--- src/rtl/lcd_timing_pkg.sv ---
`timescale 1ns/1ps
package lcd_timing_pkg;
    // Row counter width: the largest frame has 128 rows.
    localparam int LINE_W = 7;

    typedef enum logic [1:0] {
        DUTY_48  = 2'b00,
        DUTY_64  = 2'b01,
        DUTY_96  = 2'b10,
        DUTY_128 = 2'b11
    } duty_e;

    // Index of the last row of a frame for a duty code.
    function automatic logic [LINE_W-1:0] last_row(input logic [1:0] code);
        case (duty_e'(code))
            DUTY_48:  last_row = LINE_W'(47);
            DUTY_64:  last_row = LINE_W'(63);
            DUTY_96:  last_row = LINE_W'(95);
            default:  last_row = LINE_W'(127);
        endcase
    endfunction
endpackage

--- src/rtl/lcd_phase_div.sv ---
`timescale 1ns/1ps
module lcd_phase_div #(
    parameter  int PRESCALE = 4,
    localparam int PH_W     = $clog2(2*PRESCALE)
) (
    input  logic            clk,
    input  logic            rst_n,
    input  logic            en,
    input  logic            rate_sel,
    output logic [PH_W-1:0] phase,
    output logic [PH_W-1:0] half_len,
    output logic [PH_W-1:0] quarter_len,
    output logic            period_end
);
    typedef struct packed {
        logic [PH_W-1:0] ph;
    } div_state_t;

    div_state_t st_d, st_q;
    logic [PH_W-1:0] last_pos;

    always_comb begin
        last_pos    = rate_sel ? PH_W'(2*PRESCALE-1) : PH_W'(PRESCALE-1);
        half_len    = rate_sel ? PH_W'(PRESCALE)     : PH_W'(PRESCALE/2);
        quarter_len = rate_sel ? PH_W'(PRESCALE/2)   : PH_W'(PRESCALE/4);
        // ">=" lets a shortened period end at once when rate_sel drops.
        period_end  = en && (st_q.ph >= last_pos);
        st_d        = st_q;
        if (!en || period_end) st_d.ph = '0;
        else                   st_d.ph = st_q.ph + PH_W'(1);
    end

    always_ff @(posedge clk or negedge rst_n) begin
        if (!rst_n) st_q <= '0;
        else        st_q <= st_d;
    end

    assign phase = st_q.ph;

    // the phase only steps by one or restarts at zero
    p_phase_step_r9: assert property (@(posedge clk) disable iff (!rst_n)
        (st_q.ph != $past(st_q.ph)) |-> (st_q.ph == '0 || st_q.ph == $past(st_q.ph) + PH_W'(1)));
endmodule

--- src/rtl/lcd_line_seq.sv ---
`timescale 1ns/1ps
module lcd_line_seq
    import lcd_timing_pkg::*;
(
    input  logic              clk,
    input  logic              rst_n,
    input  logic              en,
    input  logic              step,
    input  logic [1:0]        duty_code,
    output logic [LINE_W-1:0] row,
    output logic              ac
);
    typedef struct packed {
        logic [LINE_W-1:0] row;
        logic              ac;
    } row_state_t;

    row_state_t st_d, st_q;
    logic [LINE_W-1:0] row_last;

    always_comb begin
        row_last = last_row(duty_code);
        st_d     = st_q;
        if (!en) begin
            st_d = '0;
        end else if (step) begin
            // ">=" ends the frame at once when the duty code shrinks.
            if (st_q.row >= row_last) begin
                st_d.row = '0;
                st_d.ac  = ~st_q.ac;
            end else begin
                st_d.row = st_q.row + LINE_W'(1);
            end
        end
    end

    always_ff @(posedge clk or negedge rst_n) begin
        if (!rst_n) st_q <= '0;
        else        st_q <= st_d;
    end

    assign row = st_q.row;
    assign ac  = st_q.ac;

    // rows advance by one or restart at zero
    p_row_step_r1: assert property (@(posedge clk) disable iff (!rst_n)
        (st_q.row != $past(st_q.row)) |-> (st_q.row == '0 || st_q.row == $past(st_q.row) + LINE_W'(1)));
    // the alternation level changes only when row 0 begins
    p_ac_at_row0_r4: assert property (@(posedge clk) disable iff (!rst_n)
        (st_q.ac != $past(st_q.ac)) |-> (st_q.row == '0));
endmodule

--- src/rtl/lcd_phase_decode.sv ---
`timescale 1ns/1ps
module lcd_phase_decode
    import lcd_timing_pkg::*;
#(
    parameter int PH_W = 3
) (
    input  logic              en,
    input  logic [PH_W-1:0]   phase,
    input  logic [PH_W-1:0]   half_len,
    input  logic [PH_W-1:0]   quarter_len,
    input  logic [LINE_W-1:0] row,
    output logic              shift_hi,
    output logic              first_row,
    output logic              ph1,
    output logic              ph2
);
    logic [PH_W-1:0] ph2_end;

    always_comb begin
        ph2_end   = half_len + quarter_len;
        shift_hi  = en && (phase < half_len);
        first_row = en && (row == '0);
        ph1       = en && (phase < quarter_len);
        ph2       = en && (phase >= half_len) && (phase < ph2_end);
    end
endmodule

--- src/rtl/lcd_frame_timing.sv ---
`timescale 1ns/1ps
module lcd_frame_timing
    import lcd_timing_pkg::*;
#(
    parameter  int PRESCALE = 4,
    localparam int PH_W     = $clog2(2*PRESCALE)
) (
    input  logic       clk,
    input  logic       rst_n,
    input  logic       master_en,
    input  logic [1:0] duty_code,
    input  logic       rate_sel,
    output logic       shift_clk,
    output logic       frame_start,
    output logic       ac_flip,
    output logic       seg_ph1,
    output logic       seg_ph2
);
    logic              en_d, en_q;
    logic [PH_W-1:0]   phase, half_len, quarter_len;
    logic              period_end;
    logic [LINE_W-1:0] row;
    logic              ac;

    always_comb en_d = master_en;

    always_ff @(posedge clk or negedge rst_n) begin
        if (!rst_n) en_q <= 1'b0;
        else        en_q <= en_d;
    end

    lcd_phase_div #(.PRESCALE(PRESCALE)) u_div (
        .clk         (clk),
        .rst_n       (rst_n),
        .en          (en_q),
        .rate_sel    (rate_sel),
        .phase       (phase),
        .half_len    (half_len),
        .quarter_len (quarter_len),
        .period_end  (period_end)
    );

    lcd_line_seq u_rows (
        .clk       (clk),
        .rst_n     (rst_n),
        .en        (en_q),
        .step      (period_end),
        .duty_code (duty_code),
        .row       (row),
        .ac        (ac)
    );

    lcd_phase_decode #(.PH_W(PH_W)) u_dec (
        .en          (en_q),
        .phase       (phase),
        .half_len    (half_len),
        .quarter_len (quarter_len),
        .row         (row),
        .shift_hi    (shift_clk),
        .first_row   (frame_start),
        .ph1         (seg_ph1),
        .ph2         (seg_ph2)
    );

    assign ac_flip = en_q && ac;

    // the two phase clocks never overlap
    p_phase_gap_r5: assert property (@(posedge clk) disable iff (!rst_n)
        !(seg_ph1 && seg_ph2));
    // first phase sits in the high half, second in the low half
    p_ph_halves_r5: assert property (@(posedge clk) disable iff (!rst_n)
        (seg_ph1 |-> shift_clk) and (seg_ph2 |-> !shift_clk));
    // a low mode input silences every output one cycle later
    p_slave_quiet_r6: assert property (@(posedge clk) disable iff (!rst_n)
        $past(!master_en) |-> !(shift_clk || frame_start || ac_flip || seg_ph1 || seg_ph2));
    // the frame marker ends exactly where the next row's shift clock begins
    p_marker_len_r3: assert property (@(posedge clk) disable iff (!rst_n)
        ($fell(frame_start) && en_q) |-> $rose(shift_clk));
endmodule

--- config.mk ---
export PLATFORM = sky130hd
export DESIGN_NAME = lcd_frame_timing
export DESIGN_NICKNAME = d
export VERILOG_FILES = /design/src/rtl/lcd_timing_pkg.sv /design/src/rtl/lcd_phase_div.sv /design/src/rtl/lcd_line_seq.sv /design/src/rtl/lcd_phase_decode.sv /design/src/rtl/lcd_frame_timing.sv
export SDC_FILE = /design/constraint.sdc
export NUM_CORES = 1
export LEC_CHECK = 0
export BUFFER_PORTS_ARGS = -buffer_cell sky130_fd_sc_hd__buf_2
export CELL_PAD_IN_SITES_DETAIL_PLACEMENT = 2
export CELL_PAD_IN_SITES_GLOBAL_PLACEMENT = 2
export CORE_MARGIN = 5
export CORE_UTILIZATION = 30
export CTS_BUF_LIST = sky130_fd_sc_hd__clkbuf_8
export DETAILED_ROUTE_END_ITERATION = 6
export PLACE_DENSITY_LB_ADDON = 0.15
export SKIP_LAST_GASP = 1
export SLEW_MARGIN = 20
export SYNTH_ARGS = -nofsm -noshare
export SYNTH_HDL_FRONTEND = slang
export SYNTH_SLANG_ARGS = --single-unit
export TNS_END_PERCENT = 50
--- constraint.sdc ---
create_clock -name clk -period 2.9 [get_ports clk]
set_input_delay 0.435 -clock clk [delete_from_list [all_inputs] [get_ports clk]]
set_output_delay 0.435 -clock clk [all_outputs]
set_load 0.1 [all_outputs]
# After elaboration in Yosys (flattened, before gate mapping)

Cells that the tools add are included.

Add/sub/neg operators: 3
Multipliers: 0
Div/mod/pow operators: 0
$lt $le $gt $ge: 6
Eq/ne operators: 4
Shifts and indexed selects: 0
Mux-type cells: 9
Bitwise logic cells: 1
Reductions and logical operators: 12

Operators with widths:

| cell                                                  | count |
|---|---|
| case mux 7 bit (3 select lines)                       | 1 |
| two-way mux 8 bit                                     | 2 |
| two-way mux 3 bit                                     | 3 |
| adder 7 x 1 -> 7 bit, second input constant           | 1 |
| greater-or-equal comparator 7 bit                     | 1 |
| logical AND 1 bit                                     | 7 |
| zero test 7 bit                                       | 1 |
| two-way mux 7 bit                                     | 1 |
| greater-or-equal comparator 3 bit                     | 2 |
| less-than comparator 3 bit                            | 2 |
| inequality test 2 x 1 -> 1 bit, second input constant | 2 |
| adder 3 x 1 -> 3 bit, second input constant           | 1 |
| adder 3 x 2 -> 3 bit                                  | 1 |
| less-than comparator 3 x 2 -> 1 bit                   | 1 |
| == test 2 x 1 -> 1 bit, second input constant         | 1 |
| == test 2 bit, second input constant                  | 1 |
| zero test 2 bit                                       | 1 |
| two-way mux 2 bit                                     | 1 |
| AND reduction 2 bit                                   | 1 |
| zero test 1 bit                                       | 1 |
| logical OR 1 bit                                      | 1 |
| two-way mux 1 bit                                     | 1 |
| inverter 1 bit                                        | 1 |

Bits in registers: 12
Bits in latches: 0
Bits in writable memories: 0
ROM bits: 0
Input port bits: 6
Output and inout bits: 5
Memories kept: 0

# Depth between registers and ports, before layout

Gate-level depths: netlist of the first run.

Depth in word-level cells: 6
Gate-level depth with buffers: 8

# By module

Synthesis of the first run repeated with hierarchy kept, for this count alone.

Cells, all modules: 117
Area, all modules: 1078.5 um^2

Modules (own cells, without submodules):

| module           | instances | cells each | area an instance (um^2) |
|---|---|---|---|
| lcd_line_seq     | 1         | 62         | 559.3 |
| lcd_phase_decode | 1         | 33         | 282.8 |
| lcd_phase_div    | 1         | 20         | 205.2 |
| lcd_frame_timing | 1         | 2          | 31.3 |

# Worst setup path after synthesis of the first run

No wires, ideal clock.

Kind: in2out
Start: in rate_sel
End: out seg_ph1
Data arrival time: 3894 ps
Setup slack: -1429 ps
Stages on the path: 4
Buffers on the path: 0
Cell sequence: inv_1 -> ha_1 -> nor2_1 -> nor4b_1

Word-level cells in the longest chain between the ends: 3

Ends and longest elaborated chain:

| item                                | line                   | source |
|---|---|---|
| from (decl)                         | lcd_frame_timing.sv:12 | `input logic rate_sel,` |
| two-way mux 2 bit                   | lcd_phase_div.sv:25    | `quarter_len = rate_sel ? PH_W'(PRESCALE/2) : PH_W'(PRESCALE/4);` |
| less-than comparator 3 x 2 -> 1 bit | lcd_phase_decode.sv:23 | `ph1 = en && (phase < quarter_len);` |
| logical AND 1 bit                   | lcd_phase_decode.sv:23 |  |
| to (decl)                           | lcd_frame_timing.sv:16 | `output logic seg_ph1,` |

No other way between the ends.

# Worst setup path in the final report of the first run

Start: reg u_div.st_q, in the netlist u_div.phase[1]
End: out seg_ph2

Word-level cells in the longest chain between the ends: 3
Elaborated cells between the ends (all ways): 4
Classes of those cells: order compare: 2; reduce/logical: 2

Ends and longest elaborated chain:

| item                              | line                   | source |
|---|---|---|
| from (decl)                       | lcd_phase_div.sv:19    | `div_state_t st_d, st_q;` |
| from (signal assigned)            | lcd_phase_div.sv:35    | `else st_q <= st_d;` |
| greater-or-equal comparator 3 bit | lcd_phase_decode.sv:24 | `ph2 = en && (phase >= half_len) && (phase < ph2_end);` |
| logical AND 1 bit                 | lcd_phase_decode.sv:24 |  |
| logical AND 1 bit (*)             | lcd_phase_decode.sv:24 |  |
| to (decl)                         | lcd_frame_timing.sv:17 | `output logic seg_ph2` |

Every way passes the cells marked *; elsewhere a longest branch is shown, timed or not.

==> results.sh, run 1 <==
export IMPL_outcome="completed"
export IMPL_top_layer_used="met4"
export IMPL_grt_setup_unrepaired="no"
export IMPL_finalWorstSetupSlack_ns=0.664
export IMPL_viasPerCell=5.43
export IMPL_ctsLongestPathBuffers=2
export IMPL_core_area_sq_um=2500
export IMPL_synth_area_leaders="dfrtp_1 38%, ha_1 14%, o311ai_0 5.5%"
export IMPL_ant_nets=0
export IMPL_cts_tree="built"
export IMPL_gp_congestion=0.739
export IMPL_setup_tns_final_ns=0
export IMPL_dr_first_iter_drc_count=7
export IMPL_initial_core_util=0.317
export IMPL_die_area_sq_um=3770
export IMPL_clock_skew_ns=0.00134
export IMPL_p_int_mw=0.361
export IMPL_finalCriticalPeriod_ns=2.24
export IMPL_n_fill_cell=294
export IMPL_place_ws_ns=0.718
export IMPL_clock_sinks=12
export IMPL_pin_count=11
export IMPL_antenna_found_initial=0
export IMPL_first_pass_iters=4
export IMPL_placed_cells=126
export IMPL_yosysSeqAreaShare=0.379
export IMPL_crit_arrival_ns=1.80
export IMPL_h_tree_depth=1
export IMPL_cts_root_buf="clkbuf_8"
export IMPL_maxCapViolCount=0
export IMPL_multiInputGateArea_sq_um=464
export IMPL_wl_met3_um=119
export IMPL_reg2reg_depth=5
export IMPL_synth_largest_area_cell="dfrtp_1"
export IMPL_grt_pass1_wl_um=3460
export IMPL_drcViolationCount=0
export IMPL_critical_path_peak_fanout=3
export IMPL_final_nets=116
export IMPL_wl_met2_um=937
export IMPL_cts_buffers=3
export IMPL_ir_drop_mv=0.406
export IMPL_power_switching_mw=0.241
export IMPL_hold_buffers=0
export IMPL_seqCellArea_sq_um=300
export IMPL_clkLatencyLatePin_ns=0.24
export IMPL_hpwl_um=1560
export IMPL_r2r_start="u_rows.row[5]"
export IMPL_synth_cells=87
export IMPL_crit_top_cell="inv_1"
export IMPL_hold_class="input port to asynchronous set/reset pin"
export IMPL_pwr_share_seq=0.371
export IMPL_n_antenna_cell=0
export IMPL_p_sw_frac=0.400
export IMPL_clk_pin_slew_worst_paths_ns=0.05
export IMPL_cts_setup_buffers=0
export IMPL_m1WireLength_um=894
export IMPL_setup_worst_path_class="flop to output port"
export IMPL_endpoint_kind="output port"
export IMPL_syn_area_per_cell_sq_um=9.12
export IMPL_layoutNonFillerInstCount=130
export IMPL_setup_viol=0
export IMPL_synth_flop_cell="dfrtp_1"
export IMPL_drive_above_1_share=0.210
export IMPL_p_leak_nw=0.436
export IMPL_wl_per_cell_um=15.1
export IMPL_critPathLaunch="u_div.phase[1]"
export IMPL_num_rows=18
export IMPL_netlist_area_sq_um=793
export IMPL_grt_use_total=0.125
export IMPL_period_share=0.771
export IMPL_fmax_ghz=0.447
export IMPL_cts_resized=0
export IMPL_crit_chain="inv_1 > ha_1 > inv_1 > o21ai_0 > o2111a_1 > buf_2"
export IMPL_port_buffers=10
export IMPL_synth_top_area_frac=0.379
export IMPL_start_kind="flop"
export IMPL_grt_pass1_vias=746
export IMPL_finalPower_mw=0.602
export IMPL_num_vias=706
export IMPL_syn_num_nets=102
export IMPL_grt_max_degree=13
export IMPL_clkPwrFrac=0.304
export IMPL_wirelength_um=1960
export IMPL_cp_required_ns=2.47
export IMPL_synth_async_reset_ratio=1.00
export IMPL_slew_violations=0
export IMPL_max_slew_worst_pin_slew_ns=0.770
export IMPL_ys_warn_count=0
export IMPL_synth_distinct_cells=25
export IMPL_relSlewSlack=0.486
export IMPL_hold_violations=0
export IMPL_synth_edf_count=0
export IMPL_die_h_um=61.4
export IMPL_synth_most_common_cell="dfrtp_1"
export IMPL_critPathSlowestCell="buf_2"
export IMPL_yosys_top_cells_count="12 x dfrtp_1, 11 x nand2_1, 9 x ha_1, 8 x inv_1, 7 x nor2_1"
export IMPL_grt_overflow=0
export IMPL_pwr_share_comb=0.325
export IMPL_chipWidth_um=61.4
export IMPL_syn2layout_area_growth_pct=18.1
export IMPL_synth_seq_cells=12
export IMPL_powerDensity_nw_per_um2=643
export IMPL_slowest_delay_ns=0.42
[final timing paths]
path,slack (ns),end
min in group clk,0.30,en_q
worst max register to register,0.92,u_rows.row[3]
worst min-delay path,0.07,u_div.phase[0]
max in group asynchronous,2.60,en_q
worst min register to register,0.51,u_div.phase[0]
worst max-delay path,0.66,seg_ph2
[cell usage in the layout (no fill, tap or decap)]
master    Yosys  layout
dfrtp_1      12      12
nor2b_1       2       2
a21oi_4       1       1
and2_1        1       1
nand2b_1      2       2
a21o_1        1       1
inv_1         8       8
a21oi_2       1       1
clkbuf_8      0       4
o21ai_0       3       3
and3_1        1       1
or3_1         1       1
buf_2         0      10
nor2_1        7       7
nor4b_2       0       1
nand2_1      11      11
nor4_2        0       1
or2_2         2       2
xnor2_1       1       1
nand3_1       5       5
mux2_2        1       1
o2111a_1      1       1
ha_1          9       9
nand4_1       6       6
o311ai_0      5       5
a21oi_1       3       3
[cells by family after synthesis]
group,synth area share
muxes,0.0142
AOI/OAI and AO/OA,0.148
xor gates and xnor gates,0.0110
buffers and inverters,0.0521
and+or+nand+nor,0.254
DFF,0.379
adders and majority gates,0.142
[state kept, by name (all words and copies together), names as in the netlist]
signal / count
en_q: 1
u_rows.row: 7
u_div.phase: 3
u_rows.ac: 1
[routing by layer]
metal | up-vias | global-route usage
met5 | - | 0
met4 | 0 | 0.0182
met3 | 2 | 0.0440
met2 | 16 | 0.210
met1 | 349 | 0.158
li1 | 339 | -
[per-stage QoR]
stage | hold slack [ns] | cell area (sq um) | util
after global routing | 0.0847 | 937 | 0.375
after floorplan | 0.139 | 806 | -
after global placement | 0.341 | 882 | 0.353
after detailed placement | 0.341 | 882 | 0.353
final | 0.0705 | 937 | 0.375
after CTS | 0.0738 | 937 | 0.375
[final cells by class]
| class | instances | share of cell area |
|---|---|---|
| multi-input combinational | 66 | 0.495 |
| sequential | 12 | 0.320 |
| clock buffer | 4 | 0.0587 |
| timing repair buffer | 10 | 0.0534 |
| tap | 30 | 0.0401 |
| inverter | 8 | 0.0320 |
[worst max-delay path: cells and delay by family, from the launching register on]
kind | cells | cell delay, ns
buffers and inverters | 3 | 0.53
DFF | 1 | 0.37
AOI/OAI and AO/OA | 2 | 0.37
adders and majority gates | 1 | 0.29
[power groups by stage]
stage,Clock (mW),Sequential [mW],Combinational [mW]
2_1_floorplan,0,0.218,0.164
3_3_place_gp,0,0.226,0.194
3_5_place_dp,0,0.227,0.198
4_1_cts,0.192,0.224,0.200
5_1_grt,0.201,0.229,0.214
6_report,0.183,0.224,0.196
No activity file was read; power rests on OpenSTA's default activity.
==> run 2, diff against run 1 <==
==> constraint.sdc (replaced) <==
create_clock -name clk -period 2.2 [get_ports clk]
set_input_delay 0.33 -clock clk [delete_from_list [all_inputs] [get_ports clk]]
set_output_delay 0.33 -clock clk [all_outputs]
set_load 0.1 [all_outputs]
==> results.sh, run 2 (same netlist as run 1, synthesis figures left out) <==
export IMPL_fmax_ghz=0.490
export IMPL_setup_tns_final_ns=0
export IMPL_slowest_delay_ns=0.45
export IMPL_num_vias=725
export IMPL_critPathSlowestCell="o311ai_0"
export IMPL_cts_root_buf="clkbuf_8"
export IMPL_viasPerCell=5.41
export IMPL_layoutNonFillerInstCount=134
export IMPL_gp_congestion=0.736
export IMPL_initial_core_util=0.317
export IMPL_die_area_sq_um=3770
export IMPL_grt_use_total=0.133
export IMPL_syn2layout_area_growth_pct=25.2
export IMPL_hpwl_um=1700
export IMPL_wirelength_um=2160
export IMPL_p_leak_nw=0.464
export IMPL_clock_sinks=12
export IMPL_relSlewSlack=0.678
export IMPL_start_kind="flop"
export IMPL_postPlaceCellArea_sq_um=928
export IMPL_wl_per_cell_um=16.1
export IMPL_setup_viol=0
export IMPL_endpoint_kind="flop"
export IMPL_ctsLongestPathBuffers=2
export IMPL_max_slew_worst_pin_slew_ns=0.487
export IMPL_crit_arrival_ns=2.14
export IMPL_design_area_sq_um=993
export IMPL_maxCapViolCount=0
export IMPL_hold_class="input port to flop"
export IMPL_crit_top_cell="nand3_1"
export IMPL_finalCriticalPeriod_ns=2.04
export IMPL_outcome="completed"
export IMPL_die_h_um=61.4
export IMPL_core_area_sq_um=2500
export IMPL_grt_pass1_vias=781
export IMPL_grt_max_degree=13
export IMPL_place_ws_ns=0.135
export IMPL_clock_skew_ns=0.00156
export IMPL_layout_commonest_cell="dfrtp_1"
export IMPL_first_pass_iters=3
export IMPL_final_cell_mix="12 x dfrtp_1, 11 x nand2_1, 9 x ha_1, 9 x buf_2, 8 x inv_1"
export IMPL_antenna_found_initial=0
export IMPL_n_antenna_cell=0
export IMPL_cts_setup_buffers=0
export IMPL_powerDensity_nw_per_um2=826
export IMPL_critical_path_peak_fanout=8
export IMPL_chipWidth_um=61.4
export IMPL_finalWorstSetupSlack_ns=0.160
export IMPL_num_rows=18
export IMPL_hold_buffers=1
export IMPL_clkLatencyLatePin_ns=0.24
export IMPL_grt_overflow=0
export IMPL_hold_violations=0
export IMPL_crit_chain="ha_1 > nand3_1 > or3_1 > nand3_1 > o311ai_0"
export IMPL_cp_required_ns=2.30
export IMPL_n_fill_cell=288
export IMPL_h_tree_depth=1
export IMPL_period_share=0.927
export IMPL_drive_above_1_share=0.231
export IMPL_grt_pass1_wl_um=3660
export IMPL_slew_violations=0
export IMPL_drcViolationCount=0
export IMPL_setup_worst_path_class="flop to flop"
export IMPL_cts_tree="built"
export IMPL_clk_pin_slew_worst_paths_ns=0.06
export IMPL_cts_resized=0
export IMPL_grt_setup_unrepaired="no"
export IMPL_largest_reg_flops=7
export IMPL_pin_count=11
export IMPL_hold_slack_ns=0.196
export IMPL_final_nets=120
export IMPL_ant_nets=0
export IMPL_dr_first_iter_drc_count=16
export IMPL_cts_buffers=3
export IMPL_placed_cells=129
export IMPL_port_buffers=10
export IMPL_ir_drop_mv=0.469
run 2: power by group:
part | total, mW | internal, mW | switching (mW) | leakage, nW
Combinational | 0.279 | 0.0810 | 0.198 | 0.277
Sequential | 0.296 | 0.252 | 0.0440 | 0.159
Clock | 0.245 | 0.158 | 0.0870 | 0.0288
Total | 0.821 | 0.492 | 0.329 | 0.464
run 2: worst max-delay path, delay by kind of cell (launching register included):
family / cells / cell delay (ns)
simple gates: 3 / 0.66
fa+ha+maj: 1 / 0.36
flops: 1 / 0.43
compound gates: 1 / 0.45
run 2: area by class of cell:
| cell class | instances | area, sq um | area share |
|---|---|---|---|
| multi-input cells | 66 | 473 | 0.476 |
| repair buffers | 14 | 97.6 | 0.0982 |
| well taps | 30 | 37.5 | 0.0378 |
| flip-flops and latches | 12 | 300 | 0.302 |
| clock buffers | 4 | 55.1 | 0.0554 |
| inverters | 8 | 30.0 | 0.0302 |
run 2: routing by layer:
metal	GRT usage	wire length, um	share of wire	up-vias
li1	-	-	-	349
met1	0.170	998	0.46	362
met2	0.231	1070	0.50	11
met3	0.0252	70	0.032	3
met4	0.0364	19	0.0088	0
met5	0	0	0	-
run 2: path summary, 6_finish.rpt:
check / startpoint / endpoint / slack, ns / cells past startpoint
worst max-delay path: u_rows.row[6] / u_rows.row[6] / 0.16 / 5
worst min register to register: u_div.phase[0] / u_div.phase[0] / 0.53 / 1
min in group asynchronous: rst_n / u_rows.row[0] / 0.51 / 2
worst max register to register: u_rows.row[6] / u_rows.row[6] / 0.16 / 5
max in group asynchronous: rst_n / u_rows.row[4] / 1.46 / 2
worst min-delay path: master_en / en_q / 0.20 / 1
run 2: per-stage QoR:
stage / power, mW / utilization
floorplan: 0.509 / -
global placement: 0.571 / 0.371
detailed placement: 0.580 / 0.371
CTS: 0.841 / 0.397
global route: 0.867 / 0.397
finish: 0.821 / 0.397
